===== src/rtl/wdt_ps_pkg.sv =====
package wdt_ps_pkg;

    typedef enum logic [1:0] {
        CMD_NONE  = 2'd0,
        CMD_CLEAR = 2'd1,
        CMD_SLEEP = 2'd2
    } wdt_cmd_e;

    function automatic wdt_cmd_e decode_cmd(input logic clr, input logic slp);
        if (clr)      return CMD_CLEAR;
        else if (slp) return CMD_SLEEP;
        else          return CMD_NONE;
    endfunction

    typedef struct packed {
        logic fire;
        logic bump;
        logic wipe;
    } scaler_act_t;

endpackage


===== src/rtl/wd_downcount.sv =====
module wd_downcount
    import wdt_ps_pkg::*;
#(
    parameter int PERIOD = 18000
) (
    input  logic     clk,
    input  logic     rst,
    input  logic     tick,
    input  logic     en,
    input  wdt_cmd_e cmd,
    output logic     expire_o
);
    localparam int CW = (PERIOD > 2) ? $clog2(PERIOD) : 1;
    localparam logic [CW-1:0] LOAD = CW'(PERIOD - 1);

    logic [CW-1:0] cnt_q;
    logic [CW-1:0] cnt_nxt;
    logic          active;

    always_comb begin
        active   = tick && en && (cmd == CMD_NONE);
        cnt_nxt  = (cnt_q == '0) ? LOAD : cnt_q - 1'b1;
        expire_o = active && (cnt_nxt == '0);
    end

    always_ff @(posedge clk) begin
        if (rst) begin
            cnt_q <= '0;
        end else if (cmd == CMD_CLEAR || (cmd == CMD_SLEEP && en)) begin
            cnt_q <= '0;
        end else if (active) begin
            cnt_q <= cnt_nxt;
        end
    end


    count_zero_after_clear_chk: assert property (@(posedge clk) disable iff (rst)
        (cmd == CMD_CLEAR) |=> (cnt_q == '0));


    count_holds_when_off_chk: assert property (@(posedge clk) disable iff (rst)
        (!en && cmd != CMD_CLEAR) |=> $stable(cnt_q));


    no_step_on_command_chk: assert property (@(posedge clk) disable iff (rst)
        (cmd != CMD_NONE) |-> !expire_o);

endmodule


===== src/rtl/wd_postscaler.sv =====
module wd_postscaler
    import wdt_ps_pkg::*;
#(
    parameter int RATE_W = 3
) (
    input  logic              clk,
    input  logic              rst,
    input  logic              expire,
    input  logic              assigned,
    input  logic [RATE_W-1:0] rate,
    input  wdt_cmd_e          cmd,
    output logic              fire_o
);
    localparam int SW = 2 ** RATE_W;

    logic [SW-1:0] ps_q;
    logic [SW:0]   ps_plus;
    logic [SW:0]   bound;
    scaler_act_t   act;

    always_comb begin
        ps_plus  = {1'b0, ps_q} + (SW + 1)'(1);
        bound    = (SW + 1)'(1) << rate;
        act.fire = expire && (!assigned || (ps_plus >= bound));
        act.bump = expire && assigned && !act.fire;
        act.wipe = act.fire || (assigned && cmd != CMD_NONE);
        fire_o   = act.fire;
    end

    always_ff @(posedge clk) begin
        if (rst) begin
            ps_q <= '0;
        end else if (act.wipe) begin
            ps_q <= '0;
        end else if (act.bump) begin
            ps_q <= ps_plus[SW-1:0];
        end
    end


    scaler_zero_after_fire_chk: assert property (@(posedge clk) disable iff (rst)
        fire_o |=> (ps_q == '0));


    scaler_kept_unassigned_chk: assert property (@(posedge clk) disable iff (rst)
        (!assigned && !expire) |=> $stable(ps_q));

endmodule


===== src/rtl/wd_status.sv =====
module wd_status
    import wdt_ps_pkg::*;
(
    input  logic     clk,
    input  logic     rst,
    input  logic     fire,
    input  wdt_cmd_e cmd,
    output logic     reset_req_o,
    output logic     no_timeout_o,
    output logic     not_asleep_o
);
    logic req_q, to_q, pd_q;

    always_ff @(posedge clk) begin
        if (rst) begin
            req_q <= 1'b0;
            to_q  <= 1'b1;
            pd_q  <= 1'b1;
        end else begin
            req_q <= fire;
            if (fire) begin
                to_q <= 1'b0;
                pd_q <= 1'b1;
            end else if (cmd == CMD_CLEAR) begin
                to_q <= 1'b1;
                pd_q <= 1'b1;
            end else if (cmd == CMD_SLEEP) begin
                to_q <= 1'b1;
                pd_q <= 1'b0;
            end
        end
    end

    assign reset_req_o  = req_q;
    assign no_timeout_o = to_q;
    assign not_asleep_o = pd_q;


    timeout_cleared_on_reset_chk: assert property (@(posedge clk) disable iff (rst)
        reset_req_o |-> (!no_timeout_o && not_asleep_o));


    sleep_flags_chk: assert property (@(posedge clk) disable iff (rst)
        (cmd == CMD_SLEEP) |=> (no_timeout_o && !not_asleep_o));

endmodule


===== src/rtl/watchdog_postscaled.sv =====
module watchdog_postscaled
    import wdt_ps_pkg::*;
#(
    parameter int PERIOD = 18000,
    parameter int RATE_W = 3
) (
    input  logic              clk,
    input  logic              rst,
    input  logic              cyc_tick,
    input  logic              wdt_enable,
    input  logic              scaler_to_wdt,
    input  logic [RATE_W-1:0] scaler_rate,
    input  logic              clr_cmd,
    input  logic              sleep_cmd,
    output logic              reset_req,
    output logic              no_timeout,
    output logic              not_asleep
);
    wdt_cmd_e cmd;
    logic     expire;
    logic     fire;

    assign cmd = decode_cmd(clr_cmd, sleep_cmd);

    wd_downcount #(.PERIOD(PERIOD)) u_count (
        .clk(clk), .rst(rst), .tick(cyc_tick), .en(wdt_enable),
        .cmd(cmd), .expire_o(expire)
    );

    wd_postscaler #(.RATE_W(RATE_W)) u_scale (
        .clk(clk), .rst(rst), .expire(expire), .assigned(scaler_to_wdt),
        .rate(scaler_rate), .cmd(cmd), .fire_o(fire)
    );

    wd_status u_stat (
        .clk(clk), .rst(rst), .fire(fire), .cmd(cmd),
        .reset_req_o(reset_req), .no_timeout_o(no_timeout),
        .not_asleep_o(not_asleep)
    );


    single_cycle_request_chk: assert property (@(posedge clk) disable iff (rst)
        reset_req |=> !reset_req);


    no_request_when_off_chk: assert property (@(posedge clk) disable iff (rst)
        !wdt_enable |=> !reset_req);


    clear_sets_flags_chk: assert property (@(posedge clk) disable iff (rst)
        clr_cmd |=> (no_timeout && not_asleep && !reset_req));

endmodule


===== config.mk =====
export PLATFORM = sky130hd
export DESIGN_NAME = watchdog_postscaled
export DESIGN_NICKNAME = d
export VERILOG_FILES = /design/src/rtl/wdt_ps_pkg.sv /design/src/rtl/wd_downcount.sv /design/src/rtl/wd_postscaler.sv /design/src/rtl/wd_status.sv /design/src/rtl/watchdog_postscaled.sv
export SDC_FILE = /design/constraint.sdc
export NUM_CORES = 1
export LEC_CHECK = 0
export BUFFER_PORTS_ARGS = -buffer_cell sky130_fd_sc_hd__buf_2
export CORE_AREA = 2 2 50 75
export CTS_CLUSTER_DIAMETER = 120
export CTS_CLUSTER_SIZE = 20
export DETAILED_ROUTE_END_ITERATION = 10
export DIE_AREA = 0 0 52 77
export GPL_ROUTABILITY_DRIVEN = 0
export PLACE_DENSITY_LB_ADDON = 0.2
export SYNTH_ARGS = -nofsm -noshare
export SYNTH_HDL_FRONTEND = slang
export SYNTH_SLANG_ARGS = --single-unit

===== constraint.sdc =====
create_clock -name clk -period 2.7 [get_ports clk]
set_input_delay 0.27 -clock clk [delete_from_list [all_inputs] [get_ports clk]]
set_output_delay 0.27 -clock clk [all_outputs]
set_load 0.02 [all_outputs]

After elaboration in Yosys (flattened, before gate mapping)
Cells that the tools add are included.

word-level totals
  input port bits = 10
  logic and storage cells = 38
  memory bits (writable) = 0
  bits in read-only memories = 0
  bits in latches = 0
  memories kept = 0
  register bits = 26

operators by class
  multiply operators = 0
  bitwise operators = 0
  div/mod/pow operators = 0
  shift-type cells = 1
  reductions and logical operators = 21
  equal/unequal tests = 2
  add/sub/neg operators = 2
  muxes and demuxes = 6
  order comparisons = 1

operator list
  kind                     count
  $logic_not A15 Y1        2
  $mux W15                 1
  $sub A15 B1 Y15 const B  1
  $add A8 B1 Y9 const B    1
  $ge A9 B9 Y1             1
  $shl A1 B3 Y9 const A    1
  $logic_and A1 B1 Y1      8
  $mux W2                  2
  $reduce_or A2 Y1         2
  $logic_or A1 B1 Y1       3
  $mux W1                  3
  $reduce_bool A3 Y1       1
  $reduce_or A3 Y1         1
  $eq A2 B1 Y1 const B     1
  $eq A2 B2 Y1 const B     1
  $logic_not A1 Y1         2
  $logic_not A2 Y1         1
  $reduce_bool A2 Y1       1

Logic depth before layout (Yosys ltp)
  depth in word-level cells = 8
  depth in mapped cells = 12

Hierarchy
A second synthesis with hierarchy kept.

second synthesis, totals
  cells, all modules = 227
  area, all modules = 1884.3 µm²

modules (own cells, without submodules)
  module               area each (µm²)  cells an instance  instances
  wd_downcount         1057.3           128                1
  wd_postscaler        705.7            88                 1
  wd_status            107.6            10                 1
  watchdog_postscaled  13.8             1                  1

Worst setup path before layout
Ideal clock, no wire load.

  kind = reg2reg
  start point = register u_scale.ps_q[0]
  end point = register u_stat.pd_q, in the netlist u_stat.not_asleep_o
  arrival time = 2414 ps
  stages on the path, launching flop included = 11
  period minus slack after synthesis = 2548 ps
  path slack = 152 ps
  required time = 2566 ps
  cell sequence = dfxtp_1 ha_1 nand3_1 inv_1 and3_1 xor2_1 ha_1 and3_1 a21oi_2 a21oi_2 or4_1

on the way
  word-level cells in the longest chain between the ends = 5

ends and longest elaborated chain
  item                        line                 RTL
  start, declared             wd_postscaler.sv:16  logic [SW-1:0] ps_q;
  start signal, assigned      wd_postscaler.sv:36  ps_q <= ps_plus[SW-1:0];
  $add A8 B1 Y9               wd_postscaler.sv:22  ps_plus = {1'b0, ps_q} + (SW + 1)'(1);
  net u_scale.ps_plus[6]      wd_postscaler.sv:17  logic [SW:0] ps_plus;
  $ge A9 B9 Y1                wd_postscaler.sv:24  act.fire = expire && (!assigned || (ps_plus >= bound));
  $logic_or A1 B1 Y1          wd_postscaler.sv:24
  $logic_and A1 B1 Y1         wd_postscaler.sv:24
  $reduce_or A3 Y1 (no line)  --
  end signal, assigned        wd_status.sv:18      pd_q <= 1'b1;
  end signal, assigned        wd_status.sv:23      pd_q <= 1'b1;
  end signal, assigned        wd_status.sv:26      pd_q <= 1'b1;
  end, declared               wd_status.sv:12      logic req_q, to_q, pd_q;

The timed path passes the listed nets, and every way through them passes these cells.
A chain may end at the register's enable or synchronous reset.

Final worst setup path
  start point = register u_count.cnt_q[1]
  end point = register u_stat.pd_q, in the netlist u_stat.not_asleep_o

on the way
  word-level cells in the longest chain between the ends = 6
  elaborated cells on any way between the ends = 7
  classes of those cells = add/sub: 1; mux: 1; reduce/logical: 5

ends and longest elaborated chain
  item                                                  line                 RTL
  start, declared                                       wd_downcount.sv:16   logic [CW-1:0] cnt_q;
  start signal, assigned                                wd_downcount.sv:32   cnt_q <= cnt_nxt;
  $sub A15 B1 Y15 or $logic_not A15 Y1 (tied branches)  wd_downcount.sv:22   cnt_nxt = (cnt_q == '0) ? LOAD : cnt_q - 1'b1;
  $mux W15 *                                            wd_downcount.sv:22
  $logic_not A15 Y1 *                                   wd_downcount.sv:23   expire_o = active && (cnt_nxt == '0);
  $logic_and A1 B1 Y1 *                                 wd_downcount.sv:23
  $logic_and A1 B1 Y1 *                                 wd_postscaler.sv:24
  $reduce_or A3 Y1 (no line) *                          --

Mark *: on every way between the ends. The rest lies on a longest branch, timed or not.

==> flow_summary.toml <==
[outcome]
status = "finished, final reports clean"

[global_routing]
overflow = 0
met2_usage_pct = 42.2
grt_pass1_wl_um = 6800
gr-usage-met1_pct = 22.0
gr-usage-met3_pct = 2.72
antenna_found_initial = 0
grt_usage_pct = 22.3
grt_pass1_vias = 1556
grt.busiest_layer = "met2"
grt_max_degree = 16

[logic_synthesis]
synth-seq-area-share_pct = 30.0
synth.avg_cell_area_um2 = 8.26
ys.flop_type = "dfxtp_1"
synthDistinctLibCells = 48
synth_warnings = 0
syn_area_um2 = 1740
syn_nets = 231
synth_edf_count = 0
synthCells = 210
async_reset_ff_share_pct = 0
ys_ff_latch = 26

[clock_network]
cts_buffers = 3
cts-root-buf = "clkbuf_8"
htreeDepth = 1
clockBufferDepth = 2
clk_latency_ns = 0.26
cts.clk_slew.worst_paths_ns = 0.08
tritoncts = "built"
clock_sinks = 26
cts-hold-fix-buffers = 0

[setup_path]
path_depth = 9
cp-endpoint = "u_stat.not_asleep_o"
reg2reg_from = "u_count.cnt_q[1]"
cp-end-kind = "flip-flop"
crit_buf_inv = 1
start_kind = "flip-flop"
path_cells = "inv_1 > ha_1 > or3b_2 > a2111oi_4 > o32a_2 > o22ai_2 > nand2_2 > a21oi_2 > or4_1"
timing.rr.end = "u_stat.not_asleep_o"
critPathRequiredTime_ns = 2.85
path_delay_family = "simple AND/OR/NAND/NOR gates"
critPathArrivalTime_ns = 2.70
cp_slowest_stage_delay_ns = 0.52
r2r_cells = 9
crit_path_start = "u_count.cnt_q[1]"
reg2reg_slack_ns = 0.14
critPathKind = "flip-flop to flip-flop"
critPathSlowestCell = "or3b_2"
cp_max_fo = 5

[hold_path]
hold_path_class = "input port to flip-flop"
hold_path_depth = 2

[timing]
max_slew_margin_pct = 67.1
drv_slew = 0
skew_ns = 0.00195
rsz0062_at_grt = "no"
fin_tns_setup_ns = 0
setup_viol = 0
fin_crit_sh_pct = 94.7
period_minus_slack_ns = 2.56
max_freq_ghz = 0.391
hold_violations = 0
tightest_slew_ns = 0.490
whs_ns = 0.262

[run]
maxCapViolations = 0

[routing]
initialDrtViolationCount = 42
viasPerCell = 5.95
wire_per_inst_um = 15.1
drtPass1Iterations = 4
routed_wl_um = 4120
ant_nets = 0
drc = 0
vias = 1624

[power_and_ir_drop]
clockPowerShare_pct = 30.5
sw_frac_of_total_pct = 24.2
peakVddDrop_v = 0.000260
cellLeakagePower_uw = 0.000779
seq_power_share_pct = 56.1
comb_power_share_pct = 13.3
power.density_nw_per_um2 = 349
p_switching_uw = 167
p_int_uw = 524

[finish]
area_growth_pct = 14.0
diodes = 0
nets = 254
fillers = 326
seq_area_um2 = 522
drive_gt1_share_pct = 20.3
multiInputGateArea_um2 = 1190

[floorplanning]
initial_core_util_pct = 51.8
die_y_um = 77
die_w_um = 52
io_pins = 13
core_um2 = 3350
row_count = 26
die_area_um2 = 4000

[place]
portBuffers = 12
dp_hpwl_um = 3310
-- power groups by stage --
| stage | Combinational (µW) | Clock (µW) | Sequential (µW) |
|---|---|---|---|
| 2_1_floorplan | 54.2 | 0 | 397 |
| 3_3_place_gp | 84.5 | 0 | 397 |
| 3_5_place_dp | 87.4 | 0 | 397 |
| 4_1_cts | 87.9 | 222 | 388 |
| 5_1_grt | 102 | 236 | 388 |
| 6_report | 92.1 | 211 | 388 |
-- cell type report --
cell class                      count  share of cell area [%]
Clock buffer                        3                    2.09
Inverter                            3                   0.569
Tap cell                           42                    2.66
Multi-Input combinational cell    174                    60.3
Timing Repair Buffer               25                    7.97
Sequential cell                    26                    26.4
-- logic make-up (layout without fill, tap and decap cells) --
| logic type | after synthesis | after routing | synth area share [%] |
|---|---|---|---|
| simple gates | 107 | 107 | 34.8 |
| fa+ha+maj | 11 | 11 | 7.93 |
| flops | 26 | 26 | 30.0 |
| mux | 1 | 1 | 0.577 |
| buf+inv | 10 | 31 | 2.38 |
| xor+xnor | 12 | 12 | 6.06 |
| compound gates | 43 | 43 | 18.2 |
-- state kept, by name, summed over array words and instances, names as in the netlist --
name and flops:
u_scale.ps_q 8, u_stat.not_asleep_o 1, u_stat.no_timeout_o 1, u_stat.reset_req_o 1, u_count.cnt_q 15
-- cell usage in the layout, fill, tap and decap left out, drive strengths merged, types with 2 or more instances in the layout --
cell type and n:
nand2 16, a211oi 4, or3b 3, nor4 3
nor3 10, o2bb2ai 4, inv 3, o31ai 2
nand3 18, or3 3, a21oi 12, buf 25
o21bai 2, xor2 5, nand3b 6, nor2 22
xnor2 7, or2 4, or4 3, nand2b 4
ha 11, nor2b 2, and3 5, o22ai 2
o21ai 9, dfxtp 26, clkbuf 3, nand4 2
-- synth_stat cells, types with 5 or more instances --
master    instances  area, µm²
a21oi_1          10       50.1
and3_1            5       31.3
dfxtp_1          26        521
ha_1             11        138
nand2_1          15       56.3
nand3_1          18       90.1
nand3b_1          6       45.0
nor2_1           22       82.6
nor3_1           10       50.1
o21ai_0           9       45.0
xnor2_1           7       61.3
xor2_1            5       43.8
-- timing repair --
item | in CTS | in global routing
buffers inserted | 0 | 2
endpoints found under the setup margin | 0 | 4
gates resized for setup | 0 | 4
-- per-stage QoR --
| step | std cells | cell area, µm² | setup slack, ns | total power, µW | utilization (%) |
|---|---|---|---|---|---|
| 2_1_floorplan | 210 | 1740 | 0.152 | 451 | - |
| 3_3_place_gp | 268 | 1900 | 0.169 | 481 | 56.7 |
| 3_5_place_dp | 268 | 1900 | 0.0813 | 484 | 56.7 |
| 4_1_cts | 271 | 1940 | 0.0738 | 697 | 58.0 |
| 5_1_grt | 273 | 1980 | 0.0256 | 727 | 59.0 |
| 6_report | 273 | 1980 | 0.144 | 691 | 59.0 |
-- layer usage --
metal,wire length (µm),vias up
li1,-,819
met1,1550,758
met2,2320,33
met3,99,14
met4,148,0
met5,0,-
-- worst min path at each step --
stage	to	startpoint
6_report	u_stat.not_asleep_o	clr_cmd
5_1_grt	u_stat.not_asleep_o	clr_cmd
4_1_cts	u_stat.not_asleep_o	clr_cmd
3_5_place_dp	u_count.cnt_q[11]	u_count.cnt_q[11]
3_3_place_gp	u_count.cnt_q[11]	u_count.cnt_q[11]
2_1_floorplan	u_stat.not_asleep_o	clr_cmd
-- worst reg2reg max path, stage by stage (launching register included) --
cell       delay, ns
dfxtp_1         0.34
inv_1           0.08
ha_1            0.22
or3b_2          0.52
a2111oi_4       0.33
o32a_2          0.21
o22ai_2         0.10
nand2_2         0.13
a21oi_2         0.05
or4_1           0.45
Power figures use the tool's default switching activity.
